`src/rtl/grs_pkg.sv`:
```
package grs_pkg;

    typedef enum logic [1:0] {
        RMODE_NEAREST = 2'b00,
        RMODE_ZERO    = 2'b01,
        RMODE_POS     = 2'b10,
        RMODE_NEG     = 2'b11
    } rmode_e;

endpackage

```
`src/rtl/grs_decide.sv`:
```
// Rounding decision: from the discarded bits, the kept LSB, the sign and
// the direction, choose whether to increment and whether precision was lost.
module grs_decide
    import grs_pkg::*;
(
    input  logic   sign_i,
    input  logic   lsb_i,
    input  logic   guard_i,
    input  logic   round_i,
    input  logic   sticky_i,
    input  rmode_e mode_i,
    output logic   up_o,
    output logic   inexact_o
);

    logic lost;
    logic tie_break;

    always_comb begin
        lost      = guard_i | round_i | sticky_i;
        // Above the halfway point, or exactly halfway with an odd kept LSB.
        tie_break = round_i | sticky_i | lsb_i;
        up_o      = 1'b0;
        unique case (mode_i)
            RMODE_NEAREST: up_o = guard_i & tie_break;
            RMODE_ZERO:    up_o = 1'b0;
            RMODE_POS:     up_o = lost & ~sign_i;
            RMODE_NEG:     up_o = lost & sign_i;
            default:       up_o = 1'b0;
        endcase
        inexact_o = lost;
    end

endmodule

```
`src/rtl/grs_incr.sv`:
```
// Conditional +1 built as an explicit carry chain. The carry-out is kept
// as the top bit of the result so that 2.0 is visible.
module grs_incr #(
    parameter int WIDTH = 24
) (
    input  logic [WIDTH-1:0] a_i,
    input  logic             inc_i,
    output logic [WIDTH:0]   sum_o
);

    logic [WIDTH:0] carry;

    assign carry[0] = inc_i;

    for (genvar i = 0; i < WIDTH; i++) begin : g_bit
        assign sum_o[i]    = a_i[i] ^ carry[i];
        assign carry[i+1]  = a_i[i] & carry[i];
    end

    assign sum_o[WIDTH] = carry[WIDTH];

endmodule

```
`src/rtl/grs_rounder.sv`:
```
module grs_rounder
    import grs_pkg::*;
#(
    parameter int MANT_W = 24
) (
    input  logic              clk,
    input  logic              rst_n,
    input  logic              in_valid,
    input  logic              in_sign,
    input  logic [MANT_W+1:0] in_mant,
    input  logic              in_sticky,
    input  logic [1:0]        in_mode,
    output logic              out_valid,
    output logic [MANT_W:0]   out_mant,
    output logic              out_up,
    output logic              out_inexact
);

    localparam int IN_W  = MANT_W + 2;
    localparam int OUT_W = MANT_W + 1;

    typedef struct packed {
        logic             valid;
        logic [OUT_W-1:0] mant;
        logic             up;
        logic             inexact;
    } stage_t;

    stage_t st_d, st_q;

    logic [MANT_W-1:0] kept;
    logic [OUT_W-1:0]  incd;
    logic              dec_up;
    logic              dec_inexact;

    assign kept = in_mant[IN_W-1:2];

    grs_decide u_decide (
        .sign_i    (in_sign),
        .lsb_i     (in_mant[2]),
        .guard_i   (in_mant[1]),
        .round_i   (in_mant[0]),
        .sticky_i  (in_sticky),
        .mode_i    (rmode_e'(in_mode)),
        .up_o      (dec_up),
        .inexact_o (dec_inexact)
    );

    grs_incr #(.WIDTH(MANT_W)) u_incr (
        .a_i   (kept),
        .inc_i (dec_up),
        .sum_o (incd)
    );

    always_comb begin
        st_d       = st_q;
        st_d.valid = in_valid;
        if (in_valid) begin
            st_d.mant    = incd;
            st_d.up      = dec_up;
            st_d.inexact = dec_inexact;
        end
    end

    always_ff @(posedge clk or negedge rst_n) begin
        if (!rst_n) begin
            st_q <= '0;
        end else begin
            st_q <= st_d;
        end
    end

    assign out_valid   = st_q.valid;
    assign out_mant    = st_q.mant;
    assign out_up      = st_q.up;
    assign out_inexact = st_q.inexact;

endmodule

```
`config.mk`:
```
export PLATFORM = sky130hd
export DESIGN_NAME = grs_rounder
export DESIGN_NICKNAME = d
export VERILOG_FILES = /design/src/rtl/grs_pkg.sv /design/src/rtl/grs_decide.sv /design/src/rtl/grs_incr.sv /design/src/rtl/grs_rounder.sv
export SDC_FILE = /design/constraint.sdc
export NUM_CORES = 1
export LEC_CHECK = 0
export BUFFER_PORTS_ARGS = -buffer_cell sky130_fd_sc_hd__clkbuf_2
export CAP_MARGIN = 20
export CORE_ASPECT_RATIO = 0.9
export CORE_MARGIN = 2
export CORE_UTILIZATION = 42
export CTS_BUF_LIST = sky130_fd_sc_hd__clkbuf_8 sky130_fd_sc_hd__clkbuf_16
export DETAILED_ROUTE_END_ITERATION = 10
export HOLD_SLACK_MARGIN = 0.12
export PLACE_DENSITY = 0.8
export RECOVER_POWER = 50
export REMOVE_ABC_BUFFERS = 1
export SLEW_MARGIN = 10
export SYNTH_ARGS = -nofsm -noshare
export SYNTH_HDL_FRONTEND = slang
export SYNTH_SLANG_ARGS = --single-unit
export TNS_END_PERCENT = 1
```
`constraint.sdc`:
```
create_clock -name clk -period 0.8 [get_ports clk]
set_input_delay 0.04 -clock clk [delete_from_list [all_inputs] [get_ports clk]]
set_output_delay 0.04 -clock clk [all_outputs]
set_load 0.02 [all_outputs]
```
Word-level counts from Yosys, hierarchy flattened. Cells that the tools add are included.

Flip-flop bits (word level): 28. Input port bits: 33. Output and inout bits: 28. Logic and storage cells: 65.

Equal/unequal tests: 3. Multiplexer cells: 1. Bitwise operators: 56. Reduce and logical (&&, ||, !) cells: 1.

Operator list (number): 1-bit AND (27); 1-bit XOR (24); 2-bit == test (second input constant) (2); 1-bit bitwise OR (4); 1-bit case mux with 4 select lines (1); 2-bit by 1-bit == test with 1-bit output (second input constant) (1); 2-bit logical NOT (1); 1-bit inverter (1).

Depth between registers and ports, before layout. Gate-level depths: netlist (run 1).

Depth after elaboration: 28. Gate-level depth with buffers: 28.

Hierarchy. From an unflattened synthesis (run 1), not the netlist that was laid out.

Cells, all modules: 89. Area, all modules: 1471.4 um^2.

By module, submodules not included: grs_rounder (times used 1, cells each 58, area each 1131.1 um^2, seq. area each 700.7 um^2); grs_incr (times used 1, cells each 24, area each 300.3 um^2, seq. area each 0.0 um^2); grs_decide (times used 1, cells each 7, area each 40.0 um^2, seq. area each 0.0 um^2).

Worst setup path after synthesis (run 1). No wires, ideal clock.

Path kind: input port to flip-flop. Start point: in in_mant[0]. End point: reg st_q (netlist bit out_mant[23]). Data arrival time: 4965 ps. Required time: 675 ps. Slack: -4290 ps. Cell stages on the path: 27. Path buffers: 0. Path through: o311ai_0 > nand2_1 > ha_1 > ha_1 > ha_1 > ha_1 > ha_1 > ha_1 > ha_1 > ha_1 > ha_1 > ha_1 > ha_1 > ha_1 > ha_1 > ha_1 > ha_1 > ha_1 > ha_1 > ha_1 > ha_1 > ha_1 > ha_1 > ha_1 > ha_1 > ha_1 > mux2_2.

Longest elaborated chain between the ends: 28. Elaborated cells on any way between the ends: 32.

RTL lines: start, declared (line grs_rounder.sv:10) `input logic [MANT_W+1:0] in_mant,`; 1-bit bitwise OR (on tied branches) (2 in series) (line grs_decide.sv:20, grs_decide.sv:22); 1-bit AND (on tied branches) (line grs_decide.sv:28, grs_decide.sv:25, grs_decide.sv:27); 1-bit case mux with 4 select lines * (line grs_decide.sv:24) `unique case (mode_i)`; via dec_up (line grs_rounder.sv:33) `logic dec_up;`; 1-bit AND * (23 in series) (line grs_incr.sv:17) `assign carry[i+1] = a_i[i] & carry[i];`; 1-bit XOR * (line grs_incr.sv:16) `assign sum_o[i] = a_i[i] ^ carry[i];`; via incd[23] (line grs_rounder.sv:32) `logic [OUT_W-1:0] incd;`; end signal, assigned (line grs_rounder.sv:69) `st_q <= st_d;`; end, declared (line grs_rounder.sv:29) `stage_t st_d, st_q;`.

Mark *: on every way through the listed nets, which the timed path passes. The rest lies on a longest branch. A chain may end at the register's enable or synchronous reset.

Final worst setup path (run 1).
Start point: in in_sticky. End point: reg st_q (netlist bit out_mant[23]).

Longest elaborated chain between the ends: 28. Elaborated cells on any way between the ends: 31.

RTL lines: start, declared (line grs_rounder.sv:11) `input logic in_sticky,`; 1-bit bitwise OR (2 in series) (line grs_decide.sv:22) `tie_break = round_i | sticky_i | lsb_i;`; 1-bit AND (line grs_decide.sv:25) `RMODE_NEAREST: up_o = guard_i & tie_break;`; 1-bit case mux with 4 select lines * (line grs_decide.sv:24); via dec_up (line grs_rounder.sv:33); 1-bit AND * (23 in series) (line grs_incr.sv:17); 1-bit XOR * (line grs_incr.sv:16); via incd[23] (line grs_rounder.sv:32).

Marked as above.

==> flow_summary.yaml, run 1 <==
grt:
  antenna_found_initial: 0
  globalRouteTotalUtil_pct: 19.37
  grt_max_degree: 29
  grt_overflow_total: 0
  grt_pass1_wl_um: 5368
  grt_pass1_vias: 1069
critical_path:
  worst-path-max-fanout: 2
  crit_top_cell: "ha_4"
  critPathKind: "in -> reg"
  arrival_ns: 4.68
  end_kind: "flip-flop"
  cp.required_ns: 0.97
  max_stage_delay_ns: 0.25
  critPathSlowestCell: "mux2_4"
  worstRegToRegCells: 1
  crit_path_start_kind: "input port"
min_path:
  hold_path.class: "in -> reg"
  hold_depth: 3
floorplanning:
  die_area_mm2: 0.003790
  ios: 61
  fp-row-count: 19
  core_mm2: 0.003114
  die_w_um: 64.67
  die_h_um: 58.60
  start_util_pct: 44.68
clocking:
  cts.clk_slew.worst_paths_ns: 0.09
  clk_path_buf_depth: 2
  cts_hold_buf: 1
  cts_sinks: 28
  numCtsBuffers: 3
  tritoncts: "done"
  clock_latency_ns: 0.27
  cts_max_level: 1
  cts-root-buf: "clkbuf_8"
route:
  wl_per_cell_um: 18.10
  drt-initial-drc-count: 27
  via_per_inst: 4.995
  num_vias: 1014
  drc: 0
  ant_nets: 0
  wl_um: 3674
  drtPass1Iterations: 2
sta:
  setup_slack_ns: -3.708
  maxSlewHeadroom_pct: 57.16
  tns_ns: -51.70
  drv_slew: 0
  period_share_pct: 563.5
  fin_skew_ns: 0
  setup_viol: 53
  post-route-min-period_ns: 4.508
  tightest_slew_ns: 0.6425
  hold_viol: 0
  rsz0062_at_grt: "yes"
  fmax_mhz: 221.8
finish:
  final_cell_count_no_fill: 203
  nNetsFinal: 219
  insertedDiodeCount: 0
  utilization_pct: 73.93
  area_delta_synth_final_pct: 65.47
  drive_gt1_share_pct: 77.02
  final_cell_mix: "33 x clkbuf_2, 28 x dfrtp_1, 24 x ha_4, 18 x buf_2, 17 x mux2_4"
  final_common_cell: "clkbuf_2"
place:
  preCtsSetupSlack_ns: -4.800
  placed_cells: 194
  dp_hpwl_um: 2156
  numPortBuffers: 60
  gp_congestion: 0.6848
synthesis:
  synth_cell_types: 14
  syn_avg_cell_area_um2: 15.46
  ys_seq_elements: 28
  ys_warn_count: 0
  syn_area_mm2: 0.001391
  syn_inst: 90
  ys_seq_area_share_pct: 50.36
job:
  drv_cap: 0
power:
  power_density_mw_per_mm2: 1517
  p_leak_uw: 0.001063
  vdd_drop_max_mv: 1.029
status:
  violations: "setup timing"
  outcome: "finished, violations left"
state kept, by name (all words and copies together) (netlist names):
name / count
out_mant: 25
out_inexact: 1
out_up: 1
out_valid: 1
synth_stat cells:
master / number / area (um2)
dfrtp_1: 28 / 700.7
ha_1: 24 / 300.3
mux2_2: 19 / 214.0
mux2_4: 6 / 90.09
nor2_1: 3 / 11.26
buf_6: 2 / 22.52
a21oi_1: 1 / 5.000
a31oi_1: 1 / 6.260
buf_4: 1 / 7.510
nand2_1: 1 / 3.750
nand3b_1: 1 / 7.510
nor3_1: 1 / 5.000
o311ai_0: 1 / 8.760
xnor2_1: 1 / 8.760
power breakdown:
group	leakage (uW)	switching (uW)	total [uW]	internal, uW
Combinational	0.000706	485	964	480
Clock	0.0000288	440	881	441
Sequential	0.000328	86.4	1650	1560
Total	0.00106	1010	3490	2480
through the flow:
| stage | cell area [um2] | power, uW | hold WS (ns) |
|---|---|---|---|
| after detailed placement | 1777 | 2416 | 0.07704 |
| after floorplan | 1361 | 2043 | -0.2556 |
| after global placement | 1777 | 2386 | 0.05393 |
| after global routing | 2302 | 3636 | 0.03827 |
| final | 2302 | 3491 | 0.04462 |
| after CTS | 2233 | 3396 | 0.06746 |
critical path, delay by kind of cell:
kind | cells | cell delay (ns)
adder cells (fa/ha/maj) | 24 | 3.85
buffers and inverters | 1 | 0.13
AND/OR/NAND/NOR | 3 | 0.41
multiplexers | 1 | 0.25
cell families after synthesis:
logic type,synth area share [%]
XOR/XNOR,0.6296
AND/OR/NAND/NOR,1.978
multiplexers,21.85
AO/OA/AOI/OAI,1.439
adder cells (fa/ha/maj),21.58
buffers and inverters,2.158
flip-flops,50.36
area by class of cell:
class | count | area, um2
Multi-Input combinational cell | 59 | 1033
Fill cell | 190 | 812.0
Sequential cell | 28 | 700.7
Timing Repair Buffer | 70 | 460.4
Clock buffer | 4 | 55.05
Tap cell | 42 | 52.55
routing by layer:
| layer | vias up | routed length, um | GRT usage (%) |
|---|---|---|---|
| li1 | 471 | - | - |
| met1 | 506 | 1436 | 23.03 |
| met2 | 33 | 2062 | 36.31 |
| met3 | 4 | 118 | 2.294 |
| met4 | 0 | 57 | 7.295 |
| met5 | - | 0 | 0 |
path summary, 6_finish.rpt:
kind | to | slack (ns) | startpoint
setup / recovery | out_mant[23]$_DFFE_PN0P_ | -3.71 | in_sticky
hold / removal | out_up$_DFFE_PN0P_ | 0.04 | in_mant[1]
setup reg to reg | out_mant[14]$_DFFE_PN0P_ | -0.01 | out_mant[14]$_DFFE_PN0P_
hold reg to reg | out_mant[8]$_DFFE_PN0P_ | 0.51 | out_mant[8]$_DFFE_PN0P_
max in group asynchronous | out_mant[22]$_DFFE_PN0P_ | 0.09 | rst_n
min in group asynchronous | out_mant[15]$_DFFE_PN0P_ | 0.43 | rst_n
timing repair:
item,in CTS,in global routing
gates resized for setup,59,49
buffers inserted,4,0
endpoints found under the setup margin,53,54
endpoints found under the hold margin,29,1
pin swaps,10,25
Note: power is estimated with default switching activity, not from simulation.
==> inputs of run 2 (changes only) <==
Settings changed: GPL_TIMING_DRIVEN from default to 0.
==> flow_summary.yaml, run 2 (same netlist as run 1, synthesis figures left out) <==
status:
  outcome: "finished, violations left"
  violations: "hold timing, setup timing"
sta:
  hold_viol: 28
  drv_slew: 0
  post-route-min-period_ns: 4.502
  rsz0062_at_grt: "yes"
  setup_viol: 53
  fmax_mhz: 222.1
  maxSlewHeadroom_pct: 48.34
  setup_slack_ns: -3.702
  fin_skew_ns: 0
  period_share_pct: 562.7
  holdWs_ns: -0.2046
  tns_ns: -50.96
  tightest_slew_ns: 0.7748
grt:
  grt_pass1_wl_um: 4857
  antenna_found_initial: 0
  grt_overflow_total: 0
  globalRouteTotalUtil_pct: 17.17
  grt_max_degree: 31
  grt_pass1_vias: 1050
power:
  vdd_drop_max_mv: 0.9396
  power_density_mw_per_mm2: 1667
  p_leak_uw: 0.0009634
finish:
  seq_area_um2: 700.7
  fin_area_mm2: 0.002142
  utilization_pct: 68.78
  final_cell_mix: "41 x clkbuf_2, 28 x dfrtp_1, 23 x ha_4, 18 x mux2_2, 12 x buf_2"
  area_delta_synth_final_pct: 53.96
  insertedDiodeCount: 0
  nNetsFinal: 209
  multi_input_area_um2: 973.4
  final_cell_count_no_fill: 193
  drive_gt1_share_pct: 76.16
  largest_reg_flops: 25
  fill_cells: 221
  final_common_cell: "clkbuf_2"
critical_path:
  max_stage_delay_ns: 0.25
  crit_top_cell: "ha_4"
  cp.required_ns: 0.96
  worstRegToRegCells: 1
  cp_num_buf_inv: 1
  r2r-end: "out_mant[24]$_DFFE_PN0P_"
  critPathSlowestCell: "mux2_4"
  ff2ff_setup_slack_ns: 0.01
  crit_path_start_kind: "input port"
  path_delay_family: "adder cells"
  r2r_start: "out_mant[24]$_DFFE_PN0P_"
  end_kind: "flip-flop"
  critPathKind: "in -> reg"
  worst-path-max-fanout: 2
  arrival_ns: 4.66
route:
  drt-initial-drc-count: 23
  wl_um: 3139
  num_vias: 948
  drc: 0
  via_per_inst: 4.912
  ant_nets: 0
  drtPass1Iterations: 4
  wl_per_cell_um: 16.26
clocking:
  cts_sinks: 28
  tritoncts: "done"
  cts-root-buf: "clkbuf_8"
  cts.clk_slew.worst_paths_ns: 0.10
  cts_max_level: 1
  clock_latency_ns: 0.26
  numCtsBuffers: 3
  clk_path_buf_depth: 2
place:
  gp_congestion: 0.6714
  preCtsSetupSlack_ns: -4.782
  placed_cell_area_mm2: 0.001714
  placed_cells: 189
  dp_hpwl_um: 2156
  numPortBuffers: 60
floorplanning:
  ios: 61
  fp-row-count: 19
  start_util_pct: 44.68
  die_h_um: 58.60
  die_w_um: 64.67
  core_mm2: 0.003114
  die_area_mm2: 0.003790
min_path:
  hold_path.class: "in -> async"
job:
  drv_cap: 0
==> run 2: cell types whose count changed in the layout (fill, tap and decap cells not counted), sizes merged <==
cell         delta
buf            -14
clkbuf          +4
bufinv          +1
dlygate4sd3     -1
==> run 2: how the worst max path moves through the flow <==
stage | startpoint | to | slack, ns | depth (start not counted)
CTS | in_mant[2] | out_mant[23]$_DFFE_PN0P_ | -3.66 | 28
global route | in_mant[1] | out_mant[23]$_DFFE_PN0P_ | -3.79 | 29
floorplan | in_mant[0] | out_mant[23]$_DFFE_PN0P_ | -4.29 | 27
finish | in_mant[1] | out_mant[23]$_DFFE_PN0P_ | -3.70 | 29
detailed placement | in_mant[0] | out_mant[23]$_DFFE_PN0P_ | -4.78 | 28
global placement | in_mant[0] | out_mant[23]$_DFFE_PN0P_ | -4.68 | 28
==> run 2: repair_timing <==
action	in CTS	in global routing
setup buffers	0	0
endpoints found under the hold margin	29	30
endpoints found under the setup margin	53	53
gates resized for setup	49	35
pin swaps	9	4
==> run 2: cell type report <==
| cell class | count | share of cell area [%] |
|---|---|---|
| Clock buffer | 3 | 1.928 |
| Clock inverter | 1 | 1.402 |
| Multi-Input combinational cell | 59 | 45.44 |
| Sequential cell | 28 | 32.71 |
| Tap cell | 42 | 2.453 |
| Timing Repair Buffer | 60 | 16.06 |
==> run 2: power by group <==
part | switching (uW) | total, uW | internal, uW
Sequential | 81.6 | 1640 | 1560
Clock | 430 | 1100 | 669
Combinational | 446 | 831 | 385
==> run 2: metrics by stage <==
stage | power [uW] | hold slack, ns
global placement | 2350 | 0.09915
global route | 3766 | -0.1708
detailed placement | 2389 | 0.1241
finish | 3571 | -0.2046
floorplan | 2043 | -0.2556
CTS | 3560 | -0.1790
==> run 2: metal layers <==
layer | up-vias | wire [um] | track usage [%]
met5 | - | 0 | 0
met4 | 0 | 31 | 5.471
met3 | 2 | 118 | 2.486
met2 | 31 | 1839 | 34.67
met1 | 470 | 1149 | 18.41
li1 | 445 | - | -
